File: src/rtl/clksel_pkg.sv
package clksel_pkg;

    localparam int SRC_CNT  = 7;
    localparam int REG_W    = 8;

    // source indices; bit 1 is the first PLL output
    typedef enum logic [2:0] {
        SRC_MAIN_OSC = 3'd0,
        SRC_PLL_A    = 3'd1,
        SRC_EXT_A    = 3'd2,
        SRC_LF_OSC   = 3'd3,
        SRC_HF_OSC   = 3'd4,
        SRC_PLL_B    = 3'd5,
        SRC_EXT_B    = 3'd6
    } src_id_e;

    // sources that are valid by rule once enabled
    localparam logic [SRC_CNT-1:0] UNMON_MASK =
        (SRC_CNT'(1) << SRC_EXT_A) | (SRC_CNT'(1) << SRC_LF_OSC) | (SRC_CNT'(1) << SRC_EXT_B);

    typedef enum logic [1:0] {
        RA_SEL   = 2'd0,
        RA_STAT  = 2'd1,
        RA_FLAGS = 2'd2,
        RA_NONE  = 2'd3
    } reg_addr_e;

    typedef struct packed {
        logic fallback;   // bit 1
        logic reject;     // bit 0
    } sel_flags_t;

endpackage

File: src/rtl/clksel_valid.sv
module clksel_valid #(
    parameter int                N_SRC = 7,
    parameter logic [N_SRC-1:0]  UNMON = '0
) (
    input  logic [N_SRC-1:0] en,
    input  logic [N_SRC-1:0] mon,
    output logic [N_SRC-1:0] valid
);
    for (genvar i = 0; i < N_SRC; i++) begin : g_src
        if (UNMON[i]) begin : g_rule
            assign valid[i] = en[i];
        end else begin : g_meas
            assign valid[i] = en[i] & mon[i];
        end
    end
endmodule

File: src/rtl/clksel_ctrl.sv
module clksel_ctrl
    import clksel_pkg::*;
#(
    parameter  int N_SRC  = SRC_CNT,
    parameter  int DATA_W = REG_W,
    parameter  int DFLT   = 0,
    localparam int SEL_W  = (N_SRC > 1) ? $clog2(N_SRC) : 1
) (
    input  logic              clk,
    input  logic              rst,
    input  logic [N_SRC-1:0]  valid,
    input  logic              wr_sel,
    input  logic              wr_flags,
    input  logic [DATA_W-1:0] wdata,
    output logic [SEL_W-1:0]  sel,
    output sel_flags_t        flags
);
    logic [SEL_W-1:0] sel_q;
    sel_flags_t       flags_q;
    logic [SEL_W-1:0] tgt;
    logic             hi_zero, tgt_ok, cur_ok, accept, reject, lost;
    logic [1:0]       clr;

    assign tgt     = wdata[SEL_W-1:0];
    assign hi_zero = (wdata[DATA_W-1:SEL_W] == '0);
    assign clr     = wr_flags ? wdata[1:0] : 2'b00;

    always_comb begin
        tgt_ok = 1'b0;
        cur_ok = 1'b0;
        for (int i = 0; i < N_SRC; i++) begin
            if (tgt == SEL_W'(i))   tgt_ok = valid[i];
            if (sel_q == SEL_W'(i)) cur_ok = valid[i];
        end
    end

    assign accept = wr_sel & tgt_ok & hi_zero;
    assign reject = wr_sel & ~accept;
    assign lost   = (sel_q != SEL_W'(DFLT)) & ~cur_ok;

    always_ff @(posedge clk) begin
        if (rst) begin
            sel_q   <= SEL_W'(DFLT);
            flags_q <= '0;
        end else begin
            if (accept)    sel_q <= tgt;
            else if (lost) sel_q <= SEL_W'(DFLT);
            flags_q.reject   <= reject | (flags_q.reject & ~clr[0]);
            flags_q.fallback <= (lost & ~accept) | (flags_q.fallback & ~clr[1]);
        end
    end

    assign sel   = sel_q;
    assign flags = flags_q;

    a_r4_take_valid: assert property (@(posedge clk) disable iff (rst)
        accept |=> sel_q == $past(tgt));
    a_r5_hold_on_reject: assert property (@(posedge clk) disable iff (rst)
        (reject && !lost) |=> (sel_q == $past(sel_q)) && flags_q.reject);
    a_r6_fall_back: assert property (@(posedge clk) disable iff (rst)
        (lost && !wr_sel) |=> (sel_q == SEL_W'(DFLT)) && flags_q.fallback);
    a_r7_write_wins: assert property (@(posedge clk) disable iff (rst)
        (lost && accept && !flags_q.fallback) |=> !flags_q.fallback);
    a_r8_sticky: assert property (@(posedge clk) disable iff (rst)
        (flags_q.reject && !clr[0]) |=> flags_q.reject);
endmodule

File: src/rtl/clksel_regs.sv
module clksel_regs
    import clksel_pkg::*;
#(
    parameter int N_SRC  = SRC_CNT,
    parameter int DATA_W = REG_W,
    parameter int SEL_W  = 3
) (
    input  logic              clk,
    input  logic              rst,
    input  logic [1:0]        addr,
    input  logic [SEL_W-1:0]  sel,
    input  logic [N_SRC-1:0]  valid,
    input  sel_flags_t        flags,
    output logic [DATA_W-1:0] rdata
);
    logic [DATA_W-1:0] rd_q;
    logic [DATA_W-1:0] rd_d;

    always_comb begin
        unique case (reg_addr_e'(addr))
            RA_SEL:   rd_d = DATA_W'(sel);
            RA_STAT:  rd_d = DATA_W'(valid);
            RA_FLAGS: rd_d = DATA_W'(flags);
            default:  rd_d = '0;
        endcase
    end

    always_ff @(posedge clk) begin
        if (rst) rd_q <= '0;
        else     rd_q <= rd_d;
    end

    assign rdata = rd_q;

    a_r9_unused_reads_zero: assert property (@(posedge clk) disable iff (rst)
        (addr == RA_NONE) |=> rd_q == '0);
    a_r9_sel_readback: assert property (@(posedge clk) disable iff (rst)
        (addr == RA_SEL) |=> rd_q == DATA_W'($past(sel)));
endmodule

File: src/rtl/clk_src_gate_sel.sv
module clk_src_gate_sel
    import clksel_pkg::*;
#(
    parameter  int               N_SRC  = SRC_CNT,
    parameter  int               DATA_W = REG_W,
    parameter  logic [N_SRC-1:0] UNMON  = UNMON_MASK,
    parameter  int               DFLT   = SRC_MAIN_OSC,
    localparam int               SEL_W  = (N_SRC > 1) ? $clog2(N_SRC) : 1
) (
    input  logic              clk,
    input  logic              rst,
    input  logic [N_SRC-1:0]  src_en,
    input  logic [N_SRC-1:0]  src_mon,
    input  logic [1:0]        reg_addr,
    input  logic              reg_we,
    input  logic [DATA_W-1:0] reg_wdata,
    output logic [DATA_W-1:0] reg_rdata,
    output logic [N_SRC-1:0]  active_src
);
    logic [N_SRC-1:0] src_valid;
    logic [SEL_W-1:0] sel;
    sel_flags_t       flags;
    logic             wr_sel, wr_flags;

    assign wr_sel   = reg_we & (reg_addr == RA_SEL);
    assign wr_flags = reg_we & (reg_addr == RA_FLAGS);

    clksel_valid #(.N_SRC(N_SRC), .UNMON(UNMON)) u_valid (
        .en(src_en), .mon(src_mon), .valid(src_valid)
    );

    clksel_ctrl #(.N_SRC(N_SRC), .DATA_W(DATA_W), .DFLT(DFLT)) u_ctrl (
        .clk(clk), .rst(rst), .valid(src_valid),
        .wr_sel(wr_sel), .wr_flags(wr_flags), .wdata(reg_wdata),
        .sel(sel), .flags(flags)
    );

    clksel_regs #(.N_SRC(N_SRC), .DATA_W(DATA_W), .SEL_W(SEL_W)) u_regs (
        .clk(clk), .rst(rst), .addr(reg_addr), .sel(sel),
        .valid(src_valid), .flags(flags), .rdata(reg_rdata)
    );

    for (genvar i = 0; i < N_SRC; i++) begin : g_hot
        assign active_src[i] = (sel == SEL_W'(i));
        if (UNMON[i]) begin : g_um
            a_r2_rule_valid: assert property (@(posedge clk) disable iff (rst)
                src_en[i] |-> src_valid[i]);
        end
    end

    a_r3_one_hot: assert property (@(posedge clk) disable iff (rst)
        $countones(active_src) == 1);
endmodule

File: config.mk
export PLATFORM = sky130hd
export DESIGN_NAME = clk_src_gate_sel
export DESIGN_NICKNAME = d
export VERILOG_FILES = /design/src/rtl/clksel_pkg.sv /design/src/rtl/clksel_valid.sv /design/src/rtl/clksel_ctrl.sv /design/src/rtl/clksel_regs.sv /design/src/rtl/clk_src_gate_sel.sv
export SDC_FILE = /design/constraint.sdc
export NUM_CORES = 1
export LEC_CHECK = 0
export BUFFER_PORTS_ARGS = -buffer_cell sky130_fd_sc_hd__buf_2
export CAP_MARGIN = 20
export CORE_MARGIN = 2
export CORE_UTILIZATION = 46
export DETAILED_ROUTE_END_ITERATION = 12
export PLACE_DENSITY_LB_ADDON = 0.1
export SLEW_MARGIN = 5
export SYNTH_ARGS = -nofsm -noshare
export SYNTH_HDL_FRONTEND = slang
export SYNTH_SLANG_ARGS = --single-unit
export TNS_END_PERCENT = 1
File: constraint.sdc
create_clock -name clk -period 4.2 [get_ports clk]
set_clock_uncertainty 0.15 [all_clocks]
set_input_delay 0.42 -clock clk [delete_from_list [all_inputs] [get_ports clk]]
set_output_delay 0.42 -clock clk [all_outputs]
set_load 0.02 [all_outputs]
==> results of run 1 <==
power by group:
part / total (W) / switching (W) / internal (W)
clock network: 0.0000905 / 0.0000378 / 0.0000527
logic: 0.0000394 / 0.0000222 / 0.0000171
registers: 0.000116 / 0.000000729 / 0.000116
total: 0.000246 / 0.0000607 / 0.000186
worst register-to-register path: cells and delay by family, from the launching register on:
kind             cells  cell delay (ns)
AND/OR/NAND/NOR      2             0.32
AO/OA/AOI/OAI        3             0.63
flip-flops           1             0.66
cell type report:
type	instances	share of cell area (%)
timing repair buffer	37	18.8
multi-input combinational	70	49.9
inverter	3	1.14
clock buffer	4	3.68
sequential	12	24.4
tap	16	2.03
Yosys cell counts (all sizes together) (2+ instances only):
master / instances
nor3: 3
nor3b: 6
nand3: 6
o21a: 2
nor2: 4
o22ai: 2
nand4b: 5
inv: 3
and4: 2
nand2: 3
nand2b: 2
o21ai: 3
a21oi: 7
clkbuf: 5
a41o: 2
and3: 4
dfxtp: 12
nand3b: 7
a22oi: 2
how the worst max path moves through the flow:
stage	end	slack [ns]	cells past startpoint
5_1_grt	active_src[6]	2.09	3
6_report	active_src[6]	2.24	3
4_1_cts	active_src[6]	2.25	3
3_5_place_dp	u_ctrl.flags[0]	2.23	6
3_3_place_gp	u_ctrl.flags[0]	2.23	6
2_1_floorplan	u_ctrl.sel[1]	2.39	4
flip-flops by register name (all words and copies together), names as in the netlist:
signal	flops
u_regs.rdata	7
u_ctrl.flags	2
u_ctrl.sel	3
logic make-up (layout without fill, tap and decap cells):
group	after synthesis	after routing	synth area share (%)
multiplexers	1	1	1.30
buffers and inverters	9	44	4.88
other	1	1	0.487
AO/OA/AOI/OAI	21	21	19.7
flip-flops	12	12	31.2
AND/OR/NAND/NOR	47	47	42.4
metal layers:
metal | global-route usage, % | wire, µm | up-vias
li1 | - | - | 418
met1 | 25.4 | 849 | 357
met5 | 0 | 0 | -
met4 | 7.65 | 11 | 0
met3 | 7.60 | 132 | 2
met2 | 33.0 | 869 | 28
per-stage QoR:
step                util, %  std cells
floorplan                 -         91
global placement       61.5        138
detailed placement     61.5        138
CTS                    63.9        142
global route           63.9        142
finish                 63.9        142
==> results.txt, run 1 <==
The flow ran to the end, and the final reports show no timing, DRC or antenna violations. Setup repair after global routing left no endpoint under its margin. In the routed layout, each cell is associated on average with a via count of 5.67. The number of enable-type register cells in the synthesized netlist came out at 0. The routability congestion estimate from global placement came out at 0.814. The clock passes through at most 2 buffers.

After filler insertion, the fill cell instance count of the layout stands at 160. The analysis attributes to cell leakage a power of 0.468 nW. The region available for standard cell placement spans 1540 µm².

The endpoint identified for the worst register-to-register timing path is u_ctrl.sel[1]. Area used by sequential logic in the layout: 240 µm². Leaving out fill and tap cells, the most frequent cell in the layout is buf_2. Summed over all failing endpoints, the final setup total negative slack is 0 ns. The tools report the post-synth net total as 118. The number of setup buffers added after CTS is 0, and the total power per unit cell area is 250 nW/µm².

The largest net degree at the start of global routing is 19, and the highest ir drop seen on vdd is 0.214 mV. The die covers 2020 µm². The number of different library cells used by synthesis comes to 33. The initial antenna violation count came out at 0. Counting cells, the worst reg-to-reg path comes to 5. The tree is rooted in a clkbuf_4.

The run gives 2.24 ns as the minimum setup slack in the final design. The logs give 1 for the number of H-tree levels and 2.23 ns for the setup slack at placement. In the layout the commonest cells are buf_2 (37), dfxtp_1 (12), nand3b_1 (7), a21oi_1 (7), nand3_1 (6). The number of placement rows was 14; the worst path required time was 3.63 ns.

The slowest stage of the critical path is the dfxtp_1 cell. 42 I/O pins were placed. The die height was 44.9 µm; the synthesis-to-finish area growth was 28.0%. Across all register-to-register paths, the minimum setup slack is 2.34 ns. After clock tree synthesis, the flow added hold-fix buffers numbering 0. Counting both buffers and inverters, the worst setup path holds a total of 2. STA classifies the critical path endpoint as a primary output. The number of synthesized register bits is 12. Global routing finished with a remaining overflow of 0.

The final route contains 805 vias. In this run the worst path has a maximum fanout of 12. For this run, the number of Yosys warnings is 0. The tool flagged a number of max-cap violations equal to 0. In this run the tool buffered the top-level ports with 37 buffer cells.

Derived from the worst setup path, the maximum achievable clock frequency is 0.510 GHz. The post-route netlist has 36.5% of its cells at a drive strength greater than 1. In the final layout, the multi-input gates occupy 492 µm². The post-route fraction of the period consumed by the critical path is 46.7%. The global-route wire length before repair is 3.02 mm, and the horizontal extent of the die is 44.9 µm. The total power consumption of the routed design was 0.000246 W. The number of violations reported at the end of detailed-routing iteration 0 came out at 17.

After synthesis, the cell types taking the most area are dfxtp_1 (31%), nand3b_1 (6.8%), nand4b_1 (5.7%). The final instance area was 985 µm². The mapped netlist covers 769 µm². The category of the critical setup timing path is reg -> out.

For the count of final hold-check violations, the log shows 0. The cell depth of the worst min-delay path works out to 2. The routed wire length came out at 1.86 mm. The critical path's largest stage delay works out to 0.57 ns. For the number of clock buffers inserted by TritonCTS, the log shows 3.

The worst hold endpoint is u_ctrl.flags[0]. After clock tree synthesis, the clock-pin slew on the worst setup and hold paths is 0.08 ns. Setup violations remaining at the end of the flow were counted as 0.

After detailed routing, the average wire length per cell comes to 13.1 µm. The worst setup path is launched from a flop. The worst hold path begins at rst. The main flop type after synthesis was dfxtp_1.

The via count of the first global-routing pass was 693; the number of antenna-violating nets in the routed design was 0. The mean cell area of the mapped netlist is 8.46 µm², and the count of cells resized by post-cts repair is 0. In this run the tightest slew margin relative to its limit is 64.6%.

The tools report the instance count of the mapped netlist as 91. The antenna diode count was 0; the final period demand of the worst path was 1.96 ns. In this run the worst hold path is classified as in -> reg.

The first detailed-routing pass ran for 4 iterations. TritonCTS built the clock tree. For this configuration, the core starts out at a cell density of 49.9%. The launching element of the worst setup path is u_ctrl.sel[2]. The signal on the critical path passes through inv_1 > nor3b_1 > buf_2. The share of flip-flops with an asynchronous set or reset works out to 0%. Clock latency on the worst-skew pair, taken at its later pin, is 0.28 ns. The tools report the placed cell area as 948 µm². The worst path arrival time is 1.39 ns, and the worst hold margin is 0.258 ns.

The synthesized design devotes to its leading area cell type 31.2% of total area. The final layout contains 154 nets. Summing the sequential cell areas from Yosys gives 31.2% of the chip area. The run gives 1.38 mm as the detailed-placement wirelength estimate.

The tools report the startpoint of the worst-slack reg-to-reg timing path as u_ctrl.sel[1]. The clock drives 12 sinks. The run gives 0 as the remaining design rule violation count.

The cell taking the most area after synthesis was dfxtp_1. The max-slew violation total from the final report was 0; the slew of the pin with the lowest slew margin was 0.530 ns. Global routing used 20.7% of the available tracks.

Among cell families on the critical path, the largest total delay comes from flip-flops.
(Power assumes the default switching activity.)
==> run 2, diff against run 1 <==
--- a/config.mk
+++ b/config.mk
@@ -8,7 +8,7 @@
 export BUFFER_PORTS_ARGS = -buffer_cell sky130_fd_sc_hd__buf_2
 export CAP_MARGIN = 20
 export CORE_MARGIN = 2
-export CORE_UTILIZATION = 46
+export CORE_UTILIZATION = 43
 export DETAILED_ROUTE_END_ITERATION = 12
 export PLACE_DENSITY_LB_ADDON = 0.1
 export SLEW_MARGIN = 5
==> constraint.sdc (replaced) <==
create_clock -name clk -period 1.9 [get_ports clk]
set_clock_uncertainty 0.15 [all_clocks]
set_input_delay 0.19 -clock clk [delete_from_list [all_inputs] [get_ports clk]]
set_output_delay 0.19 -clock clk [all_outputs]
set_load 0.02 [all_outputs]
==> results.txt, run 2 (synthesized netlist as in run 1, its figures left out) <==
Dividing the final minimum period by the clock period gives 90.6%. The die height is 46.3 µm. Category of the critical setup timing path: reg -> out.

TritonCTS created 3 clock buffers. The max-slew violation total from the final report came out at 0. The critical path starts at u_ctrl.sel[1]. The completed layout was analyzed and its total power is 0.000500 W.

Setup total negative slack on the finished layout was measured at 0 ns. In this run the worst hold path is classified as in -> reg. The run finished with clean final reports. The tools report the detailed-routing iteration count for the pre-antenna-repair pass as 4.

Dividing the detail-routed wire length by the instance count gives 12.5 µm. Compared with the post-synthesis result, the final layout area differs by 29.6%. In this run the tool buffered the top-level ports with 37 buffer cells.

STA classifies the critical path endpoint as a primary output. After clock tree synthesis, the setup repair step added 0 buffers. Hold path startpoint: rst. Counting the fill cells in the layout gives 179. The max capacitance violation total is 0.

met2 is the most crowded layer. TritonCTS built the clock tree. The maximum clock path buffer count was 2; the met3 capacity usage during global routing was 3.92%. For the initial antenna violation count, the log shows 0. The first global-routing pass estimated 2.90 mm of wire. After floorplanning, the core was divided into 15 placement rows.

The multi-input combinational cells in the finished layout cover a total of 492 µm². The count of cells resized by post-cts repair is 0. In the routed layout, each cell is associated on average with a via count of 5.38.

In this run the count of I/O pins placed on the die edge is 42. After detailed routing, the total wire length is 1.90 mm. For the worst path required time, the log shows 1.56 ns. The count of nets left with antenna violations once routing finished came out at 0. Entering global routing, the biggest net connects 16 pins.

Of all nets on the critical path, the largest fanout is 10. Global routing used 30.0% of the available met2 tracks. The number of buffers added to fix hold violations after cts is 0. The overall via count from detail_route came out at 818. Clock-pin slew was measured on the worst setup and hold paths at 0.07 ns. The run gives 19.0% as the combined global-route utilization of all metal layers. Leaving out fill and tap cells, the most frequent cells in the layout are buf_2 (37), dfxtp_1 (12), nand3b_1 (7), a21oi_1 (7), nand3_1 (6). For this run, global-route usage on met1 was measured as 24.6%.

For the area used by sequential logic in the layout, the log shows 240 µm². The logs give 58.4% for the end-of-flow core utilization and 0.322 mV for the highest ir drop seen on vdd. The tools report the startpoint of the worst-slack reg-to-reg timing path as u_ctrl.sel[1].

The total die area came out at 2140 µm². At the end of routability-driven placement, the weighted congestion stood at 0.820. Derived from the worst setup path, the maximum achievable clock frequency is 0.581 GHz. The final layout contains 156 nets. The worst path arrival time was 1.38 ns.

STA classifies the critical path startpoint as a flop. The run gives 12 as the number of clock sinks. The clock period could shrink to 1.72 ns.

The number of setup violations in the final report came out at 0. The tools report the number of H-tree levels as 1. The setup check on the worst reg-to-reg path leaves a slack of 0.18 ns. The logs give 0.27 ns for the insertion delay of the later-clocked pin in the worst-skew pair and 658 for the via count of the first global-routing pass. Antenna diode count: 0.

After global routing the overflow that remains totals 0. In this run the standard cell core region covers 1710 µm². The fraction of layout cells with a size suffix above 1 is 37.0%. Leaving out fill and tap cells, the most frequent cell in the layout is buf_2.

The tools report the placed cell area as 975 µm². The analysis attributes to cell leakage a power of 0.472 nW. The count of final hold-check violations came out at 0.

The number of flip-flops in the largest register was 7. The horizontal extent of the die came out at 46.3 µm. Setup repair after global routing left no endpoint under its margin. The root buffer cell chosen for the clock tree is clkbuf_4.

For the final instance area, the log shows 997 µm². For this configuration, the core starts out at a cell density of 45.1%. For this run, design rule violations remaining after detail routing come to 0.

The HPWL after detailed placement is 1.47 mm. The run gives 15 as the number of violations reported at the end of detailed-routing iteration 0. Power spread over the standard cell area amounts to 502 nW/µm².
[run 2: changes by cell type in the layout (fill, tap and decap cells not counted)]
| cell | before | now |
|---|---|---|
| clkbuf_8 | 1 | 0 |
| buf_4 | 0 | 2 |
[run 2: worst paths after layout]
path | to | cells after the start
worst max-delay path | active_src[6] | 3
worst min-delay path | u_regs.rdata[0] | 2
worst max register to register | u_ctrl.sel[2] | 5
worst min register to register | u_ctrl.flags[1] | 2
[run 2: final cells by class]
cell class	instances	area share, %
Clock buffer	3	2.26
Tap cell	25	3.14
Inverter	3	1.13
Timing Repair Buffer	39	20.1
Multi-Input combinational cell	70	49.3
Sequential cell	12	24.1
[run 2: per-layer routing]
layer  vias up  share of wire (%)
li1        418                  -
met2        20                 46
met3         5                4.2
met5         -                  0
met1       375                 48
met4         0                1.5
[run 2: report_power, final]
group / internal [W] / switching [W] / total [W]
Clock: 0.0000733 / 0.0000829 / 0.000156
Sequential: 0.000256 / 0.00000145 / 0.000257
Combinational: 0.0000379 / 0.0000491 / 0.0000870
Total: 0.000367 / 0.000134 / 0.000500
[run 2: critical path, cell delays in order, from the launching register on]
cell and delay, ns:
dfxtp_1 0.52, buf_4 0.22, nor3b_1 0.17, buf_2 0.19
[run 2: stage by stage]
step	cells	setup WS (ns)	hold slack (ns)
2_1_floorplan	91	0.317	0.112
3_5_place_dp	149	0.155	0.319
4_1_cts	152	0.207	0.0354
6_report	152	0.178	0.0356
5_1_grt	152	0.0951	0.0351
3_3_place_gp	149	0.160	0.317
==> run 3, diff against run 2 <==
--- a/config.mk
+++ b/config.mk
@@ -10,7 +10,8 @@
 export CORE_MARGIN = 2
 export CORE_UTILIZATION = 43
 export DETAILED_ROUTE_END_ITERATION = 12
-export PLACE_DENSITY_LB_ADDON = 0.1
+export PLACE_DENSITY_LB_ADDON = 0.3
+export SETUP_SLACK_MARGIN = 0.02
 export SLEW_MARGIN = 5
 export SYNTH_ARGS = -nofsm -noshare
 export SYNTH_HDL_FRONTEND = slang
==> results.txt, run 3 (synthesized netlist as in run 1, its figures left out) <==
The flow ran to the end, and the final reports show no timing, DRC or antenna violations. The critical path is of the reg -> reg type. The kind of capture point of the worst setup path was a flop. The tools report the overall via count from detail_route as 833.

The horizontal extent of the die is 46.3 µm. Once routing completed, OpenROAD measured the worst setup slack at 0.190 ns. TritonCTS built the clock tree. The run gives 25 as the number of violations reported at the end of detailed-routing iteration 0.

The worst setup path is launched from a flop. The run gives 0.832 as the routability congestion estimate from global placement. The depth of the worst register-to-register path was 5; the post-route fraction of the period consumed by the critical path was 90.0%. Global-route wire length before repair: 3.06 mm.

Across every metal layer, demand over resource in global routing totals 20.2%. Final period demand of the worst path: 1.71 ns. The part of the power in the clock network is 36.9%.

The worst-path maximum fanout was 12; the remaining design rule violation count was 0. The number of H-tree levels is 1. For the max-slew violation total from the final report, the log shows 0.

The logs give 0.000136 W for the total net switching power and 0 for the number of buffers added to fix hold violations after cts. The clock slew seen by the registers of the worst setup and hold paths works out to 0.07 ns. From synthesis to final layout, the design area changed by 30.4%.

During I/O placement, the number of pins put on the boundary was 42. Setup repair after global routing left no endpoint under its margin. Capture point of the worst reg-to-reg path: u_ctrl.sel[1]. Once the clock tree was built, the resizer swapped 0 gates to a different size. The net count of the finished layout is 155. The logs give 148 for the number of placed instances, taps included and 4 for the detailed-routing iteration count for the pre-antenna-repair pass. In the final routed layout, each cell accounts on average for 12.1 µm. The worst-case IR drop observed on VDD is 0.361 mV. Of the total power, the share spent switching nets is 24.8%. For this block, the routed nets add up to 1.84 mm of wire.

In the layout the commonest cells are buf_2 (37), dfxtp_1 (12), nand3b_1 (7), a21oi_1 (7), nand3_1 (6). The path with the worst hold slack has its endpoint at u_regs.rdata[0]. The startpoint of the worst-slack reg-to-reg timing path is u_ctrl.sel[2].

The number of antenna-violating nets in the routed design came out at 0. The floorplan step defined a die boundary enclosing 2140 µm². Count of final hold-check violations: 0. The path category of the worst min-delay check was in -> reg. The later pin in the worst-skew pair is clocked with a latency of 0.28 ns. The internal portion of the total power is 0.000410 W. The placeable core region is 1710 µm², and the largest net degree at the start of global routing is 16.

For this run, the share of the core covered by cells in the final layout is 58.8%. The relative contribution of combinational cells to total power came out at 15.9%. The worst path required time is 1.92 ns. The run gives 47.1% as the share of power burned in registers. The register with the most flip-flops in the layout has 7 of them. The total power per unit cell area is 544 nW/µm².

The count of input and output buffers is 37, and the number of placement rows is 15. Once layout is complete, the cells apart from fillers number 152. Based on the critical path, the design can be clocked at up to 0.585 GHz. TritonCTS created 3 clock buffers.

The run gives 0.474 nW as the total leakage power. The clock passes through at most 2 buffers. 0 antenna diodes ended up in the layout. Leaving out fill and tap cells, the most frequent cell in the layout is buf_2.

The die is 46.3 µm tall. The worst path arrival time came out at 1.73 ns. The initial antenna violation count is 0, and the number of clock sinks is 12. Clock tree synthesis selected as its root buffer the cell clkbuf_4. The post-route netlist has 37.0% of its cells at a drive strength greater than 1. For the worst reg-to-reg setup slack, the log shows 0.19 ns. The startpoint identified for the worst hold timing path is rst. After detailed routing, the number of vias per cell comes to 5.48.

Max-cap violations in this run came to 0. For the residual overflow from global routing, the log shows 0. The number of setup buffers added after CTS is 0.

Detailed placement ended at an HPWL of 1.42 mm. The total negative setup slack came out at 0 ns. The setup slack at placement was 0.158 ns; the number of setup violations in the final report was 0. For the via count of the first global-routing pass, the log shows 678. The cell depth of the worst min-delay path works out to 2.

The initial utilization of the core area, before any placement, comes to 45.1%.
-- run 3: cell count changes in the layout (fill, tap and decap cells not counted) --
cell      delta
buf_4        -1
clkbuf_8     +1
-- run 3: worst max-delay path, stage by stage (launching register included) --
cell,delay (ns)
dfxtp_1,0.54
nand4b_1,0.19
nand3_1,0.10
o22ai_1,0.18
o21ai_0,0.17
a41o_1,0.27
-- run 3: cell type report --
cell class	instances	area, µm²
flip-flops and latches	12	240
well taps	25	31.3
multi-input cells	70	492
fillers	165	704
inverters	3	11.3
clock buffers	4	36.3
repair buffers	38	193
-- run 3: through the flow --
step / hold slack [ns] / power [W] / cell area, µm²
final: 0.0220 / 0.000546 / 1000
after global routing: 0.0240 / 0.000577 / 1000
after CTS: 0.0197 / 0.000551 / 1000
after detailed placement: 0.315 / 0.000349 / 967
after global placement: 0.314 / 0.000348 / 967
after floorplan: 0.112 / 0.000306 / 769
-- run 3: worst max path at each step --
stage,depth (start not counted),slack (ns),startpoint,endpoint
floorplan,4,0.32,reg_wdata[4],u_ctrl.sel[1]
detailed placement,6,0.16,reg_wdata[4],u_ctrl.flags[0]
CTS,3,0.20,u_ctrl.sel[1],active_src[6]
global route,5,0.04,u_ctrl.sel[2],u_ctrl.sel[1]
global placement,6,0.16,reg_wdata[4],u_ctrl.flags[0]
finish,5,0.19,u_ctrl.sel[2],u_ctrl.sel[1]
-- run 3: metal layers --
metal / up-vias / wire length (µm) / track usage (%) / share of wire (%)
met5: - / 0 / 0 / 0
met4: 0 / 25 / 8.57 / 1.4
met3: 4 / 166 / 6.67 / 9.0
met2: 33 / 910 / 31.4 / 50
met1: 378 / 733 / 25.2 / 40
li1: 418 / - / - / -
-- run 3: power groups by stage --
stage | clock network [W] | registers, W | logic (W)
after detailed placement | 0 | 0.000263 | 0.0000859
after CTS | 0.000207 | 0.000257 | 0.0000866
after global placement | 0 | 0.000263 | 0.0000849
after global routing | 0.000222 | 0.000258 | 0.0000969
after floorplan | 0 | 0.000267 | 0.0000388
final | 0.000202 | 0.000257 | 0.0000870
